==> config.mk <==
export PLATFORM = sky130hd
export DESIGN_NAME = dual_mod_prescaler
export DESIGN_NICKNAME = d
export VERILOG_FILES = /design/src/rtl/dmp_pkg.sv /design/src/rtl/dmp_core45.sv /design/src/rtl/dmp_toggle_chain.sv /design/src/rtl/dual_mod_prescaler.sv
export SDC_FILE = /design/constraint.sdc
export NUM_CORES = 1
export LEC_CHECK = 0
export ABC_AREA = 1
export CAP_MARGIN = 20
export CORE_AREA = 2 2 39 41
export CTS_CLUSTER_SIZE = 40
export DETAILED_ROUTE_END_ITERATION = 12
export DIE_AREA = 0 0 41 43
export DONT_BUFFER_PORTS = 1
export PLACE_DENSITY = 0.5
export SLEW_MARGIN = 10
export SYNTH_ARGS = -nofsm -noshare
export SYNTH_HDL_FRONTEND = slang
export SYNTH_SLANG_ARGS = --single-unit
==> constraint.sdc <==
create_clock -name clk -period 1.5 [get_ports clk]
set_input_delay 0.075 -clock clk [delete_from_list [all_inputs] [get_ports clk]]
set_output_delay 0.075 -clock clk [all_outputs]
set_load 0.05 [all_outputs]
==> src/rtl/dmp_pkg.sv <==
package dmp_pkg;
  // Low modulus of the core and its counter width
  localparam int CORE_LO     = 4;
  localparam int CORE_CNT_W  = 3;
  // Toggle stages after the core for each ratio pair
  localparam int STAGES_SMALL = 1;
  localparam int STAGES_LARGE = 3;

  // Divide ratio for a given pair and modulus request
  function automatic int unsigned pair_ratio(input logic mode, input logic plus1);
    int unsigned stages;
    stages = mode ? STAGES_LARGE : STAGES_SMALL;
    return (CORE_LO << stages) + (plus1 ? 1 : 0);
  endfunction
endpackage

==> src/rtl/dmp_core45.sv <==
module dmp_core45 #(
  parameter int CNT_W   = dmp_pkg::CORE_CNT_W,
  parameter int LOW_DIV = dmp_pkg::CORE_LO
) (
  input  logic             clk,
  input  logic             rst_n,
  input  logic             five_en,
  output logic [CNT_W-1:0] cnt,
  output logic             wrap
);
  localparam logic [CNT_W-1:0] LAST_LO = CNT_W'(LOW_DIV - 1);
  localparam logic [CNT_W-1:0] LAST_HI = CNT_W'(LOW_DIV);

  logic [CNT_W-1:0] cnt_q;
  logic [CNT_W-1:0] last_val;

  assign last_val = five_en ? LAST_HI : LAST_LO;
  assign wrap     = (cnt_q == last_val);
  assign cnt      = cnt_q;

  always_ff @(posedge clk or negedge rst_n) begin
    if (!rst_n)    cnt_q <= '0;
    else if (wrap) cnt_q <= '0;
    else           cnt_q <= cnt_q + 1'b1;
  end
endmodule

==> src/rtl/dmp_toggle_chain.sv <==
module dmp_toggle_chain #(
  parameter int STAGES = dmp_pkg::STAGES_LARGE
) (
  input  logic              clk,
  input  logic              rst_n,
  input  logic              adv,
  input  logic              clr,
  output logic [STAGES-1:0] q
);
  logic [STAGES:0] carry;
  assign carry[0] = adv;

  for (genvar i = 0; i < STAGES; i++) begin : g_stage
    logic t_q;
    assign carry[i+1] = carry[i] & t_q;
    assign q[i]       = t_q;
    always_ff @(posedge clk or negedge rst_n) begin
      if (!rst_n)        t_q <= 1'b0;
      else if (clr)      t_q <= 1'b0;
      else if (carry[i]) t_q <= ~t_q;
    end
  end
endmodule

==> src/rtl/dual_mod_prescaler.sv <==
module dual_mod_prescaler #(
  parameter int CNT_W      = dmp_pkg::CORE_CNT_W,
  parameter int STG_SMALL  = dmp_pkg::STAGES_SMALL,
  parameter int STG_LARGE  = dmp_pkg::STAGES_LARGE
) (
  input  logic clk,
  input  logic rst_n,
  input  logic mode_sel,
  input  logic mod_ctl,
  output logic div_pulse
);
  // Values latched at each period boundary
  logic mode_lat;
  logic mod_lat;

  // Named internal events
  logic [CNT_W-1:0]     core_cnt;
  logic                 core_wrap;
  logic                 five_en;
  logic [STG_LARGE-1:0] ext_q;
  logic                 ext_first;
  logic                 last_step;
  logic                 period_end;
  logic                 pulse_q;

  assign ext_first  = (ext_q == '0);
  assign five_en    = mod_lat & ext_first;
  assign last_step  = mode_lat ? (&ext_q[STG_LARGE-1:0]) : (&ext_q[STG_SMALL-1:0]);
  assign period_end = core_wrap & last_step;

  dmp_core45 #(.CNT_W(CNT_W)) u_core (
    .clk     (clk),
    .rst_n   (rst_n),
    .five_en (five_en),
    .cnt     (core_cnt),
    .wrap    (core_wrap)
  );

  dmp_toggle_chain #(.STAGES(STG_LARGE)) u_chain (
    .clk   (clk),
    .rst_n (rst_n),
    .adv   (core_wrap),
    .clr   (period_end),
    .q     (ext_q)
  );

  always_ff @(posedge clk or negedge rst_n) begin
    if (!rst_n) begin
      mode_lat <= 1'b0;
      mod_lat  <= 1'b0;
      pulse_q  <= 1'b0;
    end else begin
      pulse_q <= period_end;
      if (period_end) begin
        mode_lat <= mode_sel;
        mod_lat  <= mod_ctl;
      end
    end
  end

  assign div_pulse = pulse_q;
endmodule

# Word-level counts from Yosys, hierarchy flattened
# Index checks and enable logic that the tools add are counted.
[totals]
ff_bits = 9
inputBits = 4
out_inout_bits = 1
wordCells = 30
[op_classes]
add_sub_neg = 1
eq_ne = 1
mux = 9
bitwise = 7
n_reduce_logical = 5
[op_table]
columns = ["op", "n"]
rows = [
  ["1-bit two-way mux", 7],
  ["3-bit two-way mux", 2],
  ["2-bit nonzero test", 3],
  ["1-bit bitwise AND", 4],
  ["3-bit by 1-bit adder with 3-bit output, second input constant", 1],
  ["3-bit == test", 1],
  ["3-bit logical NOT", 1],
  ["1-bit inverter", 3],
  ["3-bit AND reduction", 1],
]

# Longest topological paths before layout
# Gate-level depths: netlist of the first run.
[logic_depth]
word_depth = 8
mapped_depth = 9
depth_no_buf = 9

# Cells and area by module
# From an unflattened synthesis of the first run, not the netlist that was laid out.
[hier_totals]
cells_unflattened = 58
hier_area_um2 = 461.7
[by_module_without_submodules]
columns = ["mod", "instances", "cells_each", "area_per_inst_um2", "seq_area_each_um2"]
rows = [
  ["dmp_core45", 1, 21, 163.9, 75.1],
  ["dmp_toggle_chain", 1, 19, 157.7, 75.1],
  ["dual_mod_prescaler", 1, 18, 140.1, 75.1],
]

# Least setup slack after synthesis of the first run
# OpenSTA, ideal clock, no wires.
[synth_timing]
path_kind = "register -> register"
startpoint = "register u_chain.g_stage[0].t_q"
endpoint = "register u_chain.g_stage[2].t_q"
setup_ns = 0.117
t_arrival_ns = 0.966
required_ns = 1.383
slack_ns = 0.417
stages_incl_launch_ff = 9
n_path_buf = 0
synth_period_minus_slack_ns = 1.083
cell_sequence = "dfrtp_1 -> inv_1 -> nand2_1 -> nor2_1 -> nand2_1 -> nand2_4 -> nand3_1 -> nand2_1 -> nand2_1"
[synth_via]
elab_chain_cells = 7
word_cells_on_any_way = 11
classes_between = "eq/ne: 1; mux: 3; bitwise: 4; reduce/logical: 3"
[synth_lines]
columns = ["item", "line", "rtl"]
rows = [
  ["start, declared", "dmp_toggle_chain.sv:14", "logic t_q;"],
  ["start signal, assigned", "dmp_toggle_chain.sv:20", "else if (carry[i]) t_q <= ~t_q;"],
  ["3-bit logical NOT", "dual_mod_prescaler.sv:26", "assign ext_first = (ext_q == '0);"],
  ["1-bit bitwise AND", "dual_mod_prescaler.sv:27", "assign five_en = mod_lat & ext_first;"],
  ["3-bit two-way mux", "dmp_core45.sv:17", "assign last_val = five_en ? LAST_HI : LAST_LO;"],
  ["3-bit == test", "dmp_core45.sv:18", "assign wrap = (cnt_q == last_val);"],
  ["1-bit bitwise AND (2 in a row)", "dmp_toggle_chain.sv:15", "assign carry[i+1] = carry[i] & t_q;"],
  ["2-bit nonzero test (no line)", "-", ""],
  ["end signal, assigned", "dmp_toggle_chain.sv:20", ""],
  ["end, declared", "dmp_toggle_chain.sv:14", ""],
]
# Several ways; a longest one is shown, not always the timed one.
# A chain may end at the register's enable or synchronous reset.

# Worst setup path in the final report of the first run
[layout_timing]
startpoint = "register u_chain.g_stage[0].t_q"
endpoint = "register u_chain.g_stage[1].t_q"
[layout_via]
elab_chain_cells = 6
word_cells_on_any_way = 10
classes_between = "eq/ne: 1; mux: 3; bitwise: 3; reduce/logical: 3"
[layout_lines]
columns = ["item", "line"]
rows = [
  ["3-bit logical NOT", "dual_mod_prescaler.sv:26"],
  ["1-bit bitwise AND", "dual_mod_prescaler.sv:27"],
  ["3-bit two-way mux", "dmp_core45.sv:17"],
  ["3-bit == test", "dmp_core45.sv:18"],
  ["1-bit bitwise AND (on tied branches)", "dual_mod_prescaler.sv:29, dmp_toggle_chain.sv:15"],
  ["1-bit two-way mux / 2-bit nonzero test (equally long branches)", "-"],
  ["end signal, assigned", "dmp_toggle_chain.sv:20"],
  ["end, declared", "dmp_toggle_chain.sv:14"],
]
# Several ways; a longest one is shown, not always the timed one.

==> results of run 1 <==
-- metal layers --
| metal | GRT usage | routed length [um] | vias to the layer above |
|---|---|---|---|
| li1 | - | - | 175 |
| met1 | 0.156 | 355 | 158 |
| met2 | 0.144 | 336 | 14 |
| met3 | 0.0314 | 40 | 3 |
| met4 | 0.100 | 24 | 0 |
| met5 | 0 | 0 | - |
-- worst paths after layout --
| kind | from | end | slack, ns | cells past startpoint |
|---|---|---|---|---|
| max | u_chain.g_stage[0].t_q | u_chain.g_stage[1].t_q | 0.26 | 8 |
| min | rst_n | u_core.cnt[2] | 0.16 | 1 |
| max reg2reg | u_chain.g_stage[0].t_q | u_chain.g_stage[1].t_q | 0.26 | 8 |
| min reg2reg | u_core.cnt[0] | u_core.cnt[0] | 0.50 | 1 |
| max in group asynchronous | rst_n | u_chain.g_stage[1].t_q | 1.04 | 1 |
| min in group clk | mod_ctl | mod_lat | 0.45 | 3 |
-- synth_stat cells --
master   instances  area (sq um)
nand2_1         22          82.6
inv_2            1          3.75
xor2_1           1          8.76
nand2_4          2          22.5
dfrtp_1          9           225
ha_1             1          12.5
nand3_1          1          5.00
inv_1            8          30.0
xnor2_1          1          8.76
nor2_1           7          26.3
nand4_1          1          6.26
a21oi_1          1          5.00
-- repair_timing --
action / 4_1_cts / 5_1_grt
hold endpoints to repair: 11 / 0
setup endpoints to repair: 0 / 0
resized for setup: 0 / 0
hold buffers: 3 / 0
-- sequential cells by signal (all words and copies together) (netlist names) --
signal and cells:
u_chain.g_stage.t_q 3, u_core.cnt 3, div_pulse 1, mode_lat 1, mod_lat 1
-- cell type report --
| cell class | instances | area (sq um) | share of cell area |
|---|---|---|---|
| multi-input combinational | 37 | 178 | 0.345 |
| tap | 16 | 20.0 | 0.0389 |
| timing repair buffer | 3 | 30.0 | 0.0584 |
| clock inverter | 1 | 5.00 | 0.00973 |
| sequential | 9 | 225 | 0.438 |
| inverter | 9 | 33.8 | 0.0657 |
| clock buffer | 3 | 22.5 | 0.0438 |
-- worst max-delay path: cells and delay by family, from the launching register on --
family	cells	cell delay (ns)
AND/OR/NAND/NOR	6	0.55
buffers and inverters	2	0.12
flip-flops	1	0.44
-- power by group through the flow --
stage	clock network, mW	registers [mW]	logic (mW)
after global routing	0.215	0.504	0.380
after CTS	0.204	0.489	0.326
final	0.198	0.487	0.318
after global placement	0	0.493	0.308
after floorplan	0	0.468	0.268
after detailed placement	0	0.495	0.314
-- stage by stage --
step	instances	power, mW	util
2_1_floorplan	55	0.736	-
3_3_place_gp	71	0.801	0.330
3_5_place_dp	71	0.809	0.330
4_1_cts	78	1.02	0.372
5_1_grt	78	1.10	0.372
6_report	78	1.00	0.372
-- kinds of logic (layout without fill, tap and decap cells) --
group | after synthesis | after routing | synth area share
buffers and inverters | 9 | 16 | 0.0774
AND/OR/NAND/NOR | 33 | 33 | 0.327
flip-flops | 9 | 9 | 0.516
adder cells (fa/ha/maj) | 1 | 1 | 0.0286
AO/OA/AOI/OAI | 1 | 1 | 0.0115
XOR/XNOR | 2 | 2 | 0.0401
==> impl_metrics.py, run 1 <==
metrics = {
    "layout": {
        "nFillCells": 153,
        "drive_above_1_share": 0.113,
        "final_common_cell": "nand2_1",
        "synthToLayoutAreaGrowth_pct": 17.8,
        "n_antenna_cell": 0,
        "postLayoutCellArea_sq_um": 514,
        "layout_common_cells": "22 x nand2_1, 9 x dfrtp_1, 8 x inv_1",
        "fin_nets": 68,
    },
    "detailed_routing": {
        "vias": 350,
        "firstDrtPassIters": 4,
        "wl_um": 756,
        "ant_nets": 0,
        "via_per_inst": 4.49,
        "routedWlPerCell_um": 9.69,
        "drc_errors": 0,
        "drtIter0Drc": 14,
    },
    "power_and_ir_drop": {
        "p_sw_mw": 0.419,
        "p_leak_nw": 0.288,
        "p_int_mw": 0.584,
        "vdd_drop_max_v": 0.000596,
        "power_frac_seq": 0.485,
        "p_sw_frac": 0.418,
        "power_frac_clock": 0.198,
        "cellPowerDensity_nw_per_um2": 1950,
        "comb_power_share": 0.317,
    },
    "worst_setup_path": {
        "crit_required_ns": 1.67,
        "endpoint_kind": "register",
        "cp.arrival_ns": 1.40,
        "slowest_delay_ns": 0.44,
        "worstSetupStartpointType": "register",
        "cp_max_fo": 7,
        "worstSetupPathType": "reg -> reg",
        "path_cells": "inv_1 -> nand2_1 -> nor2_1 -> nand2_1 -> nand2_4 -> nand3_1 -> nand2_1 -> inv_1",
        "cpMaxStageDelayCell": "dfrtp_1",
        "crit_top_cell": "nand2_1",
    },
    "timing": {
        "finalSetupViolations": 0,
        "rsz0062_at_grt": "no",
        "tightest_slew_ns": 0.444,
        "fin_crit_ns": 1.24,
        "max_freq_mhz": 809,
        "slew_headroom": 0.704,
        "timing.final.crit_share": 0.824,
        "fin_hold_ws_ns": 0.162,
        "timing.final.hold_violations": 0,
        "drv_slew": 0,
        "worst_slack_ns": 0.264,
        "clock_skew_ns": 0.00967,
        "setup-tns-final_ns": 0,
    },
    "clock_network": {
        "clock_path_buffers": 2,
        "numCtsBuffers": 3,
        "clk_latency_ns": 0.28,
        "cts_max_level": 1,
        "cts_tree": "built",
        "numClockSinks": 9,
        "cts_setup_buffers": 0,
        "clk_pin_slew_ns": 0.07,
        "clk_root_buffer_cell": "clkbuf_4",
    },
    "yosys": {
        "synthCells": 55,
        "syn_nets": 60,
        "yosysSeqAreaShare": 0.516,
        "yosys_warnings": 0,
        "yosysUniqueCellTypes": 12,
        "synth.cell_area_sq_um": 437,
        "synth_area_per_cell_sq_um": 7.94,
        "synth_seq_cells": 9,
    },
    "placed_design": {
        "place_ws_ns": 0.282,
        "numPortBuffers": 0,
        "place_congestion": 0.763,
        "hpwl_um": 557,
        "dpl_cell_area_sq_um": 457,
    },
    "die": {
        "die_w_um": 41,
        "die_area_sq_um": 1760,
        "io_pins": 5,
        "start_util": 0.316,
        "die_y_um": 43,
        "coreArea_sq_um": 1380,
        "fp-row-count": 14,
    },
    "hold_path": {
        "hp-class": "in -> async",
    },
    "grt": {
        "grt_pass1_wl_um": 1320,
        "globalRouteOverflowTotal": 0,
        "grt_usage": 0.116,
        "grt_pass1_vias": 316,
        "antenna_found_initial": 0,
        "grt_max_degree": 10,
    },
    "job": {
        "drv_cap": 0,
    },
    "run_status": {
        "status": "completed",
    },
}
Power figures use the tool's default switching activity.
==> inputs of run 2 (changes only) <==
- PLACE_DENSITY: 0.5 -> 0.51
- clock period: 1.5 -> 1.13 ns (I/O delays scaled with it)
==> run 2 against run 1 <==
Net effect:
- the flow now finishes with violations (negative setup slack)
- via count increased by 2.6%
- global-route usage shrank 0.20 points
- sequential cell count is the same
- first-iteration DRC count down 64%
- critical path type unchanged
- highest routed layer unchanged
==> impl_metrics.py, run 2 (synthesis gave the netlist of run 1 again) <==
metrics = {
    "worst_setup_path": {
        "crit_required_ns": 1.27,
        "path_cells": "inv_1 -> nand2_1 -> nor2_1 -> nand2_1 -> nand2_4 -> nand3_2 -> nand2_1 -> nand2_1",
        "cp_max_fo": 6,
        "r2r-start": "u_chain.g_stage[0].t_q",
        "worstSetupPathType": "reg -> reg",
        "crit_family": "simple AND/OR/NAND/NOR gates",
        "rrSetupSlack_ns": -0.01,
        "r2r-end": "u_chain.g_stage[2].t_q",
        "cpMaxStageDelayCell": "dfrtp_1",
        "worstSetupStartpointType": "register",
        "crit_top_cell": "nand2_1",
        "cp.arrival_ns": 1.28,
        "slowest_delay_ns": 0.41,
        "endpoint_kind": "register",
        "crit_buf_inv": 1,
        "reg2regPathDepth": 8,
    },
    "die": {
        "die_area_sq_um": 1760,
        "io_pins": 5,
        "die_y_um": 43,
        "die_w_um": 41,
        "coreArea_sq_um": 1380,
        "start_util": 0.316,
        "fp-row-count": 14,
    },
    "layout": {
        "final_common_cell": "nand2_1",
        "finalNonFillerCells": 87,
        "layout_common_cells": "22 x nand2_1, 9 x dfrtp_1, 9 x buf_4",
        "drive_above_1_share": 0.254,
        "n_antenna_cell": 0,
        "fin_nets": 77,
        "postLayoutCellArea_sq_um": 589,
        "synthToLayoutAreaGrowth_pct": 35.0,
    },
    "timing": {
        "max_freq_mhz": 875,
        "tightest_slew_ns": 0.444,
        "timing.final.hold_violations": 0,
        "clock_skew_ns": 0.00594,
        "fin_crit_ns": 1.14,
        "slew_headroom": 0.704,
        "finalSetupViolations": 1,
        "rsz0062_at_grt": "yes",
        "worst_slack_ns": -0.0123,
        "drv_slew": 0,
        "fin_hold_ws_ns": 0.162,
        "timing.final.crit_share": 1.01,
    },
    "power_and_ir_drop": {
        "p_leak_nw": 0.330,
        "vdd_drop_max_v": 0.000915,
        "cellPowerDensity_nw_per_um2": 2630,
    },
    "clock_network": {
        "numCtsBuffers": 3,
        "cts_tree": "built",
        "clock_path_buffers": 2,
        "numClockSinks": 9,
        "clk_root_buffer_cell": "clkbuf_4",
        "clk_latency_ns": 0.25,
        "clk_pin_slew_ns": 0.06,
        "cts_max_level": 1,
    },
    "grt": {
        "grtUsageMet2": 0.159,
        "grt_pass1_wl_um": 1300,
        "grt_usage": 0.113,
        "globalRouteOverflowTotal": 0,
        "grt_pass1_vias": 356,
        "met1_usage": 0.143,
        "grt_max_degree": 10,
        "grt.busiest_layer": "met2",
        "grt_use_met3": 0.0157,
        "antenna_found_initial": 0,
    },
    "detailed_routing": {
        "via_per_inst": 4.13,
        "drc_errors": 0,
        "firstDrtPassIters": 2,
        "ant_nets": 0,
        "vias": 359,
        "routedWlPerCell_um": 8.53,
        "wl_um": 742,
        "drtIter0Drc": 5,
    },
    "run_status": {
        "violations": "negative setup slack",
        "status": "complete, but fails checks",
    },
    "placed_design": {
        "place_ws_ns": -0.0271,
        "hpwl_um": 580,
        "dpl_cell_area_sq_um": 509,
        "numPortBuffers": 0,
        "place_congestion": 0.760,
        "placed_cells": 78,
    },
    "job": {
        "drv_cap": 0,
    },
    "hold_path": {
        "hp-class": "in -> async",
    },
}
-- run 2: changes by cell type in the layout (fill, tap and decap cells not counted), sizes merged --
cell and change:
clkinv -1, clkbuf +1, buf +9
-- run 2: power breakdown --
part	leakage, nW	switching, mW	internal (mW)
Combinational	0.202	0.325	0.360
Clock	0.0150	0.100	0.135
Sequential	0.113	0.161	0.469
-- run 2: worst max-delay path by stage --
stage | from | depth (start not counted) | slack [ns] | to
final | u_chain.g_stage[0].t_q | 8 | -0.01 | u_chain.g_stage[2].t_q
after global routing | u_core.cnt[2] | 8 | -0.11 | u_chain.g_stage[2].t_q
after CTS | u_chain.g_stage[0].t_q | 8 | -0.03 | u_chain.g_stage[2].t_q
after detailed placement | u_chain.g_stage[0].t_q | 8 | -0.03 | u_chain.g_stage[2].t_q
after global placement | u_chain.g_stage[2].t_q | 8 | 0.003 | u_chain.g_stage[2].t_q
after floorplan | u_chain.g_stage[0].t_q | 8 | 0.05 | u_chain.g_stage[2].t_q
-- run 2: metal layers --
metal | part of all wire | routed length (um)
met1 | 0.49 | 364
met2 | 0.47 | 349
met3 | 0.020 | 15
met4 | 0.018 | 13
met5 | 0 | 0
-- run 2: per-stage QoR --
stage | setup TNS [ns] | util | total power [mW]
6_report | -0.0123 | 0.426 | 1.55
5_1_grt | -0.398 | 0.426 | 1.68
4_1_cts | -0.0772 | 0.418 | 1.53
3_5_place_dp | -0.0498 | 0.368 | 1.23
3_3_place_gp | 0 | 0.368 | 1.23
2_1_floorplan | 0 | - | 0.977
-- run 2: timing repair --
item,in CTS,in global routing
hold buffers,3,0
pin swaps,1,1
buffers inserted,1,1
hold endpoints to repair,11,0
setup endpoints to repair,4,7
resized for setup,1,2
-- run 2: final cells by class --
| cell class | count | area, sq um |
|---|---|---|
| fill | 144 | 795 |
| sequential | 9 | 225 |
| multi-input combinational | 37 | 186 |
| timing repair buffer | 12 | 97.6 |
| inverter | 9 | 33.8 |
| clock buffer | 4 | 26.3 |
| tap | 16 | 20.0 |
